**config.mk**
```make
export PLATFORM = sky130hd
export DESIGN_NAME = pci_dma_xlate
export DESIGN_NICKNAME = d
export VERILOG_FILES = /design/src/rtl/pci_dma_xlate_pkg.sv /design/src/rtl/pdx_regbank.sv /design/src/rtl/pdx_window.sv /design/src/rtl/pdx_pick.sv /design/src/rtl/pci_dma_xlate.sv
export SDC_FILE = /design/constraint.sdc
export NUM_CORES = 2
export LEC_CHECK = 0
export CORE_UTILIZATION = 45
export CTS_CLUSTER_DIAMETER = 80
export DETAILED_ROUTE_END_ITERATION = 8
export PLACE_DENSITY_LB_ADDON = 0.15
export REMOVE_ABC_BUFFERS = 1
export SLEW_MARGIN = 30
export SYNTH_ARGS = -nofsm -noshare
export SYNTH_HDL_FRONTEND = slang
export SYNTH_SLANG_ARGS = --single-unit
```
**constraint.sdc**
```tcl
create_clock -name clk -period 5.6 [get_ports clk]
set_input_delay 1.4 -clock clk [delete_from_list [all_inputs] [get_ports clk]]
set_output_delay 1.4 -clock clk [all_outputs]
set_load 0.005 [all_outputs]
```
**src/rtl/pci_dma_xlate_pkg.sv**
```systemverilog
package pci_dma_xlate_pkg;

    localparam int DW         = 64;
    localparam int STRIDE_LOG = 6;
    localparam int IDX_W      = 5;
    localparam logic [1:0] SIZE_64 = 2'd3;

    typedef struct packed {
        logic [DW-1:0] base;
        logic [DW-1:0] mask;
        logic [DW-1:0] tbase;
    } win_cfg_t;

    typedef struct packed {
        logic          hit;
        logic          sg;
        logic [DW-1:0] addr;
    } win_res_t;

    typedef enum logic [2:0] {
        RK_BASE,
        RK_MASK,
        RK_TBASE,
        RK_ZERO,
        RK_BAD
    } reg_kind_e;

    function automatic logic [DW-1:0] field_bits(input int lsb, input int nbits);
        logic [DW-1:0] m;
        m = '0;
        for (int b = 0; b < DW; b++) begin
            if (b >= lsb && b < lsb + nbits) m[b] = 1'b1;
        end
        return m;
    endfunction

    function automatic logic [DW-1:0] low_bits(input int nbits);
        logic [DW-1:0] m;
        m = '0;
        for (int b = 0; b < DW; b++) begin
            if (b < nbits) m[b] = 1'b1;
        end
        return m;
    endfunction

endpackage

```
**src/rtl/pdx_regbank.sv**
```systemverilog
module pdx_regbank
    import pci_dma_xlate_pkg::*;
#(
    parameter int              NWIN      = 4,
    parameter int              RA_W      = 32,
    parameter logic [RA_W-1:0] BASE_ADDR = 32'h0001_0000
) (
    input  logic                 clk,
    input  logic                 rst,
    input  logic                 reg_req,
    input  logic                 reg_wr,
    input  logic [RA_W-1:0]      reg_addr,
    input  logic [1:0]           reg_size,
    input  logic [DW-1:0]        reg_wdata,
    output logic [DW-1:0]        reg_rdata,
    output logic                 reg_err,
    output win_cfg_t [NWIN-1:0]  cfg
);

    localparam int SLOT_W  = (NWIN > 1) ? $clog2(NWIN) : 1;
    localparam int CLK_IDX = 3 * NWIN;
    localparam int INV_IDX = 3 * NWIN + 1;

    win_cfg_t [NWIN-1:0] cfg_q;
    logic [RA_W-1:0]     diff;
    logic [IDX_W-1:0]    idx;
    logic                in_span;
    logic                unused_low;
    reg_kind_e           kind;
    logic [SLOT_W-1:0]   slot;
    logic [DW-1:0]       sel;
    logic                size_ok;

    assign diff       = reg_addr - BASE_ADDR;
    assign idx        = diff[STRIDE_LOG +: IDX_W];
    assign in_span    = (diff >> (STRIDE_LOG + IDX_W)) == '0;
    assign unused_low = ^diff[STRIDE_LOG-1:0];
    assign size_ok    = (reg_size == SIZE_64);

    always_comb begin
        kind = RK_BAD;
        slot = '0;
        if (in_span) begin
            if (int'(idx) < NWIN) begin
                kind = RK_BASE;
                slot = SLOT_W'(int'(idx));
            end else if (int'(idx) < 2 * NWIN) begin
                kind = RK_MASK;
                slot = SLOT_W'(int'(idx) - NWIN);
            end else if (int'(idx) < 3 * NWIN) begin
                kind = RK_TBASE;
                slot = SLOT_W'(int'(idx) - 2 * NWIN);
            end else if (int'(idx) == CLK_IDX || int'(idx) == INV_IDX) begin
                kind = RK_ZERO;
            end
        end
    end

    always_comb begin
        case (kind)
            RK_BASE:  sel = cfg_q[slot].base;
            RK_MASK:  sel = cfg_q[slot].mask;
            RK_TBASE: sel = cfg_q[slot].tbase;
            default:  sel = '0;
        endcase
    end

    assign reg_err   = reg_req && (!size_ok || kind == RK_BAD);
    assign reg_rdata = (reg_req && !reg_err) ? sel : '0;

    always_ff @(posedge clk) begin
        if (rst) begin
            cfg_q <= '0;
        end else if (reg_req && reg_wr && !reg_err) begin
            case (kind)
                RK_BASE:  cfg_q[slot].base  <= reg_wdata;
                RK_MASK:  cfg_q[slot].mask  <= reg_wdata;
                RK_TBASE: cfg_q[slot].tbase <= reg_wdata;
                default:  ;
            endcase
        end
    end

    assign cfg = cfg_q;

endmodule

```
**src/rtl/pdx_window.sv**
```systemverilog
module pdx_window
    import pci_dma_xlate_pkg::*;
#(
    parameter int FIELD_LSB  = 20,
    parameter int FIELD_BITS = 11
) (
    input  win_cfg_t      cfg,
    input  logic [DW-1:0] bus_addr,
    output win_res_t      res
);

    localparam logic [DW-1:0] FIELD = field_bits(FIELD_LSB, FIELD_BITS);
    localparam logic [DW-1:0] LOW   = low_bits(FIELD_LSB);

    logic [DW-1:0] cmp_sel;
    logic [DW-1:0] off_sel;
    logic          same;

    assign cmp_sel  = ~cfg.mask & FIELD;
    assign off_sel  = (cfg.mask & FIELD) | LOW;
    assign same     = ((bus_addr ^ cfg.base) & cmp_sel) == '0;

    assign res.hit  = same && cfg.base[0];
    assign res.sg   = cfg.base[1];
    assign res.addr = (cfg.tbase & ~off_sel) | (bus_addr & off_sel);

endmodule

```
**src/rtl/pdx_pick.sv**
```systemverilog
module pdx_pick
    import pci_dma_xlate_pkg::*;
#(
    parameter int NWIN = 4
) (
    input  win_res_t [NWIN-1:0] res,
    output logic                hit,
    output logic                err,
    output logic [DW-1:0]       addr
);

    always_comb begin
        logic taken;
        taken = 1'b0;
        hit   = 1'b0;
        err   = 1'b0;
        addr  = '0;
        for (int i = 0; i < NWIN; i++) begin
            if (!taken && res[i].hit) begin
                taken = 1'b1;
                hit   = !res[i].sg;
                err   = res[i].sg;
                addr  = res[i].sg ? '0 : res[i].addr;
            end
        end
    end

endmodule

```
**src/rtl/pci_dma_xlate.sv**
```systemverilog
module pci_dma_xlate
    import pci_dma_xlate_pkg::*;
#(
    parameter int              NWIN       = 4,
    parameter int              RA_W       = 32,
    parameter logic [RA_W-1:0] BASE_ADDR  = 32'h0001_0000,
    parameter int              FIELD_LSB  = 20,
    parameter int              FIELD_BITS = 11
) (
    input  logic            clk,
    input  logic            rst,
    input  logic            reg_req,
    input  logic            reg_wr,
    input  logic [RA_W-1:0] reg_addr,
    input  logic [1:0]      reg_size,
    input  logic [63:0]     reg_wdata,
    output logic [63:0]     reg_rdata,
    output logic            reg_err,
    input  logic [63:0]     bus_addr,
    output logic            xl_hit,
    output logic            xl_err,
    output logic [63:0]     xl_addr
);

    win_cfg_t [NWIN-1:0] cfg;
    win_res_t [NWIN-1:0] res;

    pdx_regbank #(
        .NWIN      (NWIN),
        .RA_W      (RA_W),
        .BASE_ADDR (BASE_ADDR)
    ) u_regs (
        .clk       (clk),
        .rst       (rst),
        .reg_req   (reg_req),
        .reg_wr    (reg_wr),
        .reg_addr  (reg_addr),
        .reg_size  (reg_size),
        .reg_wdata (reg_wdata),
        .reg_rdata (reg_rdata),
        .reg_err   (reg_err),
        .cfg       (cfg)
    );

    for (genvar w = 0; w < NWIN; w++) begin : g_win
        pdx_window #(
            .FIELD_LSB  (FIELD_LSB),
            .FIELD_BITS (FIELD_BITS)
        ) u_win (
            .cfg      (cfg[w]),
            .bus_addr (bus_addr),
            .res      (res[w])
        );
    end

    pdx_pick #(
        .NWIN (NWIN)
    ) u_pick (
        .res  (res),
        .hit  (xl_hit),
        .err  (xl_err),
        .addr (xl_addr)
    );

endmodule

```
==> flow_metrics.py <==
metrics = {
    "pwr": {
        "p_int_mw": 9.059,
        "p_clk_share_pct": 48.7,
        "p_sw_share_pct": 23.39,
        "power_density_nw_per_um2": 247.8,
        "pwr-share-comb_pct": 5.1,
        "p_leak_nw": 18.26,
        "vdd_drop_max_uv": 229.1,
        "seqPwrFrac_pct": 46.2,
        "p_switching_mw": 2.766,
    },
    "drt": {
        "viasPerCell": 5.957,
        "drtIter0Drc": 3627,
        "postRouteAntennaNets": 0,
        "routed_wl_mm": 140.8,
        "vias": 34873,
        "post_drt_wl_per_cell_um": 24.05,
        "drtPass1Iterations": 6,
        "drcViolationCount": 0,
    },
    "global_routing": {
        "grt_pass1_vias": 33048,
        "globalRouteTotalUtil_pct": 33.16,
        "grt_max_degree": 123,
        "grt_pass1_wl_mm": 208.5,
        "grt_overflow": 0,
        "antenna_found_initial": 6,
    },
    "cells_and_area": {
        "area_growth_pct": 32.01,
        "nets": 4908,
        "finalNonFillerCells": 5854,
        "utilization_pct": 60.21,
        "drive_above_1_share_pct": 21.08,
        "register_area_um2": 15370,
        "fill_cells": 6870,
        "multi_input_area_um2": 19960,
    },
    "logic_synthesis": {
        "ys_seq_elements": 768,
        "ys_seq_area_share_pct": 42.53,
        "syn_inst": 4410,
        "syn_area_per_cell_um2": 8.197,
        "synth_edf_count": 0,
        "yosysWarnings": 0,
        "yosysTopAreaCellShare_pct": 42.53,
        "yosysTopAreaCell": "dfxtp_1",
        "ys.flop_type": "dfxtp_1",
        "yosys-top-cells-area": "dfxtp_1 (43%), nand2_1 (11%), mux2i_1 (11%)",
        "async_reset_ff_share_pct": 0,
        "yosysMostFrequentCell": "nand2_1",
        "synth.distinct_cells": 64,
        "syn_area_um2": 36150,
        "synth_common_cells": "nand2_1 (1071), dfxtp_1 (768), a21oi_1 (468), mux2i_1 (381), nor2_1 (303)",
    },
    "floorplanning": {
        "start_util_pct": 45.61,
        "io_pins": 297,
        "die-area_um2": 81470,
        "die_w_um": 285.4,
        "core_area_um2": 79260,
        "chipHeight_um": 285.4,
        "rows": 103,
    },
    "placed_design": {
        "place_congestion": 0.8897,
        "dp_hpwl_mm": 81.46,
        "io_buffers": 257,
        "dp.cells": 5572,
    },
    "cts": {
        "clk_pin_slew_ns": 0.05,
        "clk_path_buf_depth": 3,
        "cts_tree": "done",
        "insertion_delay_ns": 0.63,
        "clock_sinks": 768,
        "root_buffer": "clkbuf_16",
        "cts_buffers": 86,
        "cts_max_level": 3,
    },
    "flow_run": {
        "drv_cap": 0,
    },
    "worst_setup_path": {
        "cp.arrival_ns": 4.36,
        "rr_worst_depth": 2,
        "crit_type": "in2out",
        "r2r_setup_slack_ns": 4.84,
        "end_kind": "output port",
        "cp.required_ns": 4.20,
        "worstPathMaxFanout": 10,
        "start_kind": "input port",
    },
    "sta": {
        "worst_pin_slew_ns": 1.017,
        "post-route-min-period_ns": 5.765,
        "rsz0062_at_grt": "yes",
        "final-max-slew-violation-count": 0,
        "period_share_pct": 102.9,
        "finalHoldViolations": 0,
        "finClkSkew_ns": 0,
        "fmax_mhz": 173.5,
        "setup_viol": 62,
        "worst_slack_ns": -0.1645,
        "relSlewSlack_pct": 32.22,
    },
    "run_status": {
        "violations": "negative setup slack",
        "status": "finished, violations left",
    },
    "hold_path": {
        "holdPathStages": 2,
        "min_path_type": "reg2reg",
    },
}
[critical path, cell delays in order]
cell and delay (ns):
buf_6 0.09, or4_4 0.54, or3b_4 0.40, a211o_4 0.37, buf_6 0.14, nor4_4 0.34, buf_6 0.22, buf_12 0.16
a22oi_1 0.09, a21o_1 0.16, o211ai_1 0.21, buf_2 0.21
[through the flow]
stage	area (um2)	hold slack, ns	setup WS, ns	TNS (ns)	power [mW]
floorplan	34040	0.4227	-12.91	-5185.09	5.700
global placement	41700	0.4346	-1.007	-85.23	6.145
detailed placement	41700	0.4401	-1.024	-86.01	6.144
CTS	47030	0.4477	-0.1972	-14.19	11.84
global route	47710	0.4632	-0.2078	-8.108	12.12
finish	47720	0.4475	-0.1645	-4.738	11.82
[area by class of cell]
class / count / share of cell area [%]
Multi-Input combinational cell: 3134 / 41.83
Sequential cell: 768 / 32.22
Timing Repair Buffer: 683 / 16.70
Clock buffer: 124 / 5.359
Tap cell: 1050 / 2.753
Clock inverter: 24 / 0.5794
Inverter: 68 / 0.5453
Antenna cell: 3 / 0.01573
[placed cells by master, fill, tap and decap left out, types with 13 or more instances in the layout]
| cell type | instances |
|---|---|
| clkdlybuf4s50_1 | 97 |
| clkbuf_1 | 14 |
| o32a_1 | 26 |
| buf_12 | 136 |
| o221ai_2 | 49 |
| mux2i_1 | 381 |
| buf_4 | 206 |
| o22ai_4 | 17 |
| a221oi_2 | 19 |
| o22ai_1 | 29 |
| a31oi_1 | 63 |
| dlymetal6s2s_1 | 63 |
| a21oi_1 | 466 |
| a221o_1 | 44 |
| inv_1 | 64 |
| and2_1 | 22 |
| o21ai_0 | 62 |
| nor2_1 | 301 |
| nand2_1 | 1068 |
| dlygate4sd2_1 | 14 |
| clkbuf_8 | 22 |
| buf_6 | 62 |
| o21ai_1 | 20 |
| buf_2 | 59 |
| buf_8 | 17 |
| a2bb2oi_1 | 23 |
| mux2_2 | 22 |
| o21ai_2 | 25 |
| dfxtp_1 | 768 |
| a22oi_2 | 27 |
| a21o_1 | 64 |
| nor4_4 | 13 |
| a21oi_2 | 122 |
| clkbuf_16 | 93 |
| o211ai_1 | 67 |
| a22o_1 | 33 |
| xnor2_1 | 38 |
[cell families after synthesis]
kind of cell / after synthesis / share of synthesized area [%]
adder cells (fa/ha/maj): 1 / 0.03460
flip-flops: 768 / 42.53
buffers and inverters: 508 / 6.545
AO/OA/AOI/OAI: 1213 / 22.25
XOR/XNOR: 47 / 1.139
AND/OR/NAND/NOR: 1470 / 16.26
multiplexers: 403 / 11.23
[what timing repair did]
item                       CTS  global route
buffers inserted            88            37
hold buffers                 0             0
setup endpoints to repair  131           131
cloned                      21             5
pin swaps                  134            79
gates resized for setup    622           170
[metal layers]
metal  GRT usage (%)  part of all wire, %  wire length, um  up-vias
met5               0                0.028               40        -
met4           11.14                  3.2             4435        6
met3           5.789                  9.5            13360      307
met2           51.38                   45            63030     1758
met1           46.45                   43            59920    16858
li1                -                    -                -    15944
[power groups by stage]
stage	logic, mW	clock network, mW	registers [mW]
floorplan	0.116	0	5.58
global placement	0.562	0	5.58
detailed placement	0.561	0	5.58
CTS	0.587	5.79	5.46
global route	0.630	6.03	5.46
finish	0.608	5.75	5.46
[how the worst max path moves through the flow]
stage,start,endpoint,slack (ns),cells past startpoint
2_1_floorplan,reg_addr[17],register,-12.91,6
3_3_place_gp,reg_addr[16],reg_rdata[12],-1.01,10
3_5_place_dp,reg_addr[16],reg_rdata[12],-1.02,10
4_1_cts,bus_addr[26],xl_addr[7],-0.20,12
5_1_grt,reg_addr[20],reg_rdata[55],-0.21,14
6_report,reg_addr[20],reg_rdata[40],-0.16,12
No activity file was read; power rests on OpenSTA's default activity.
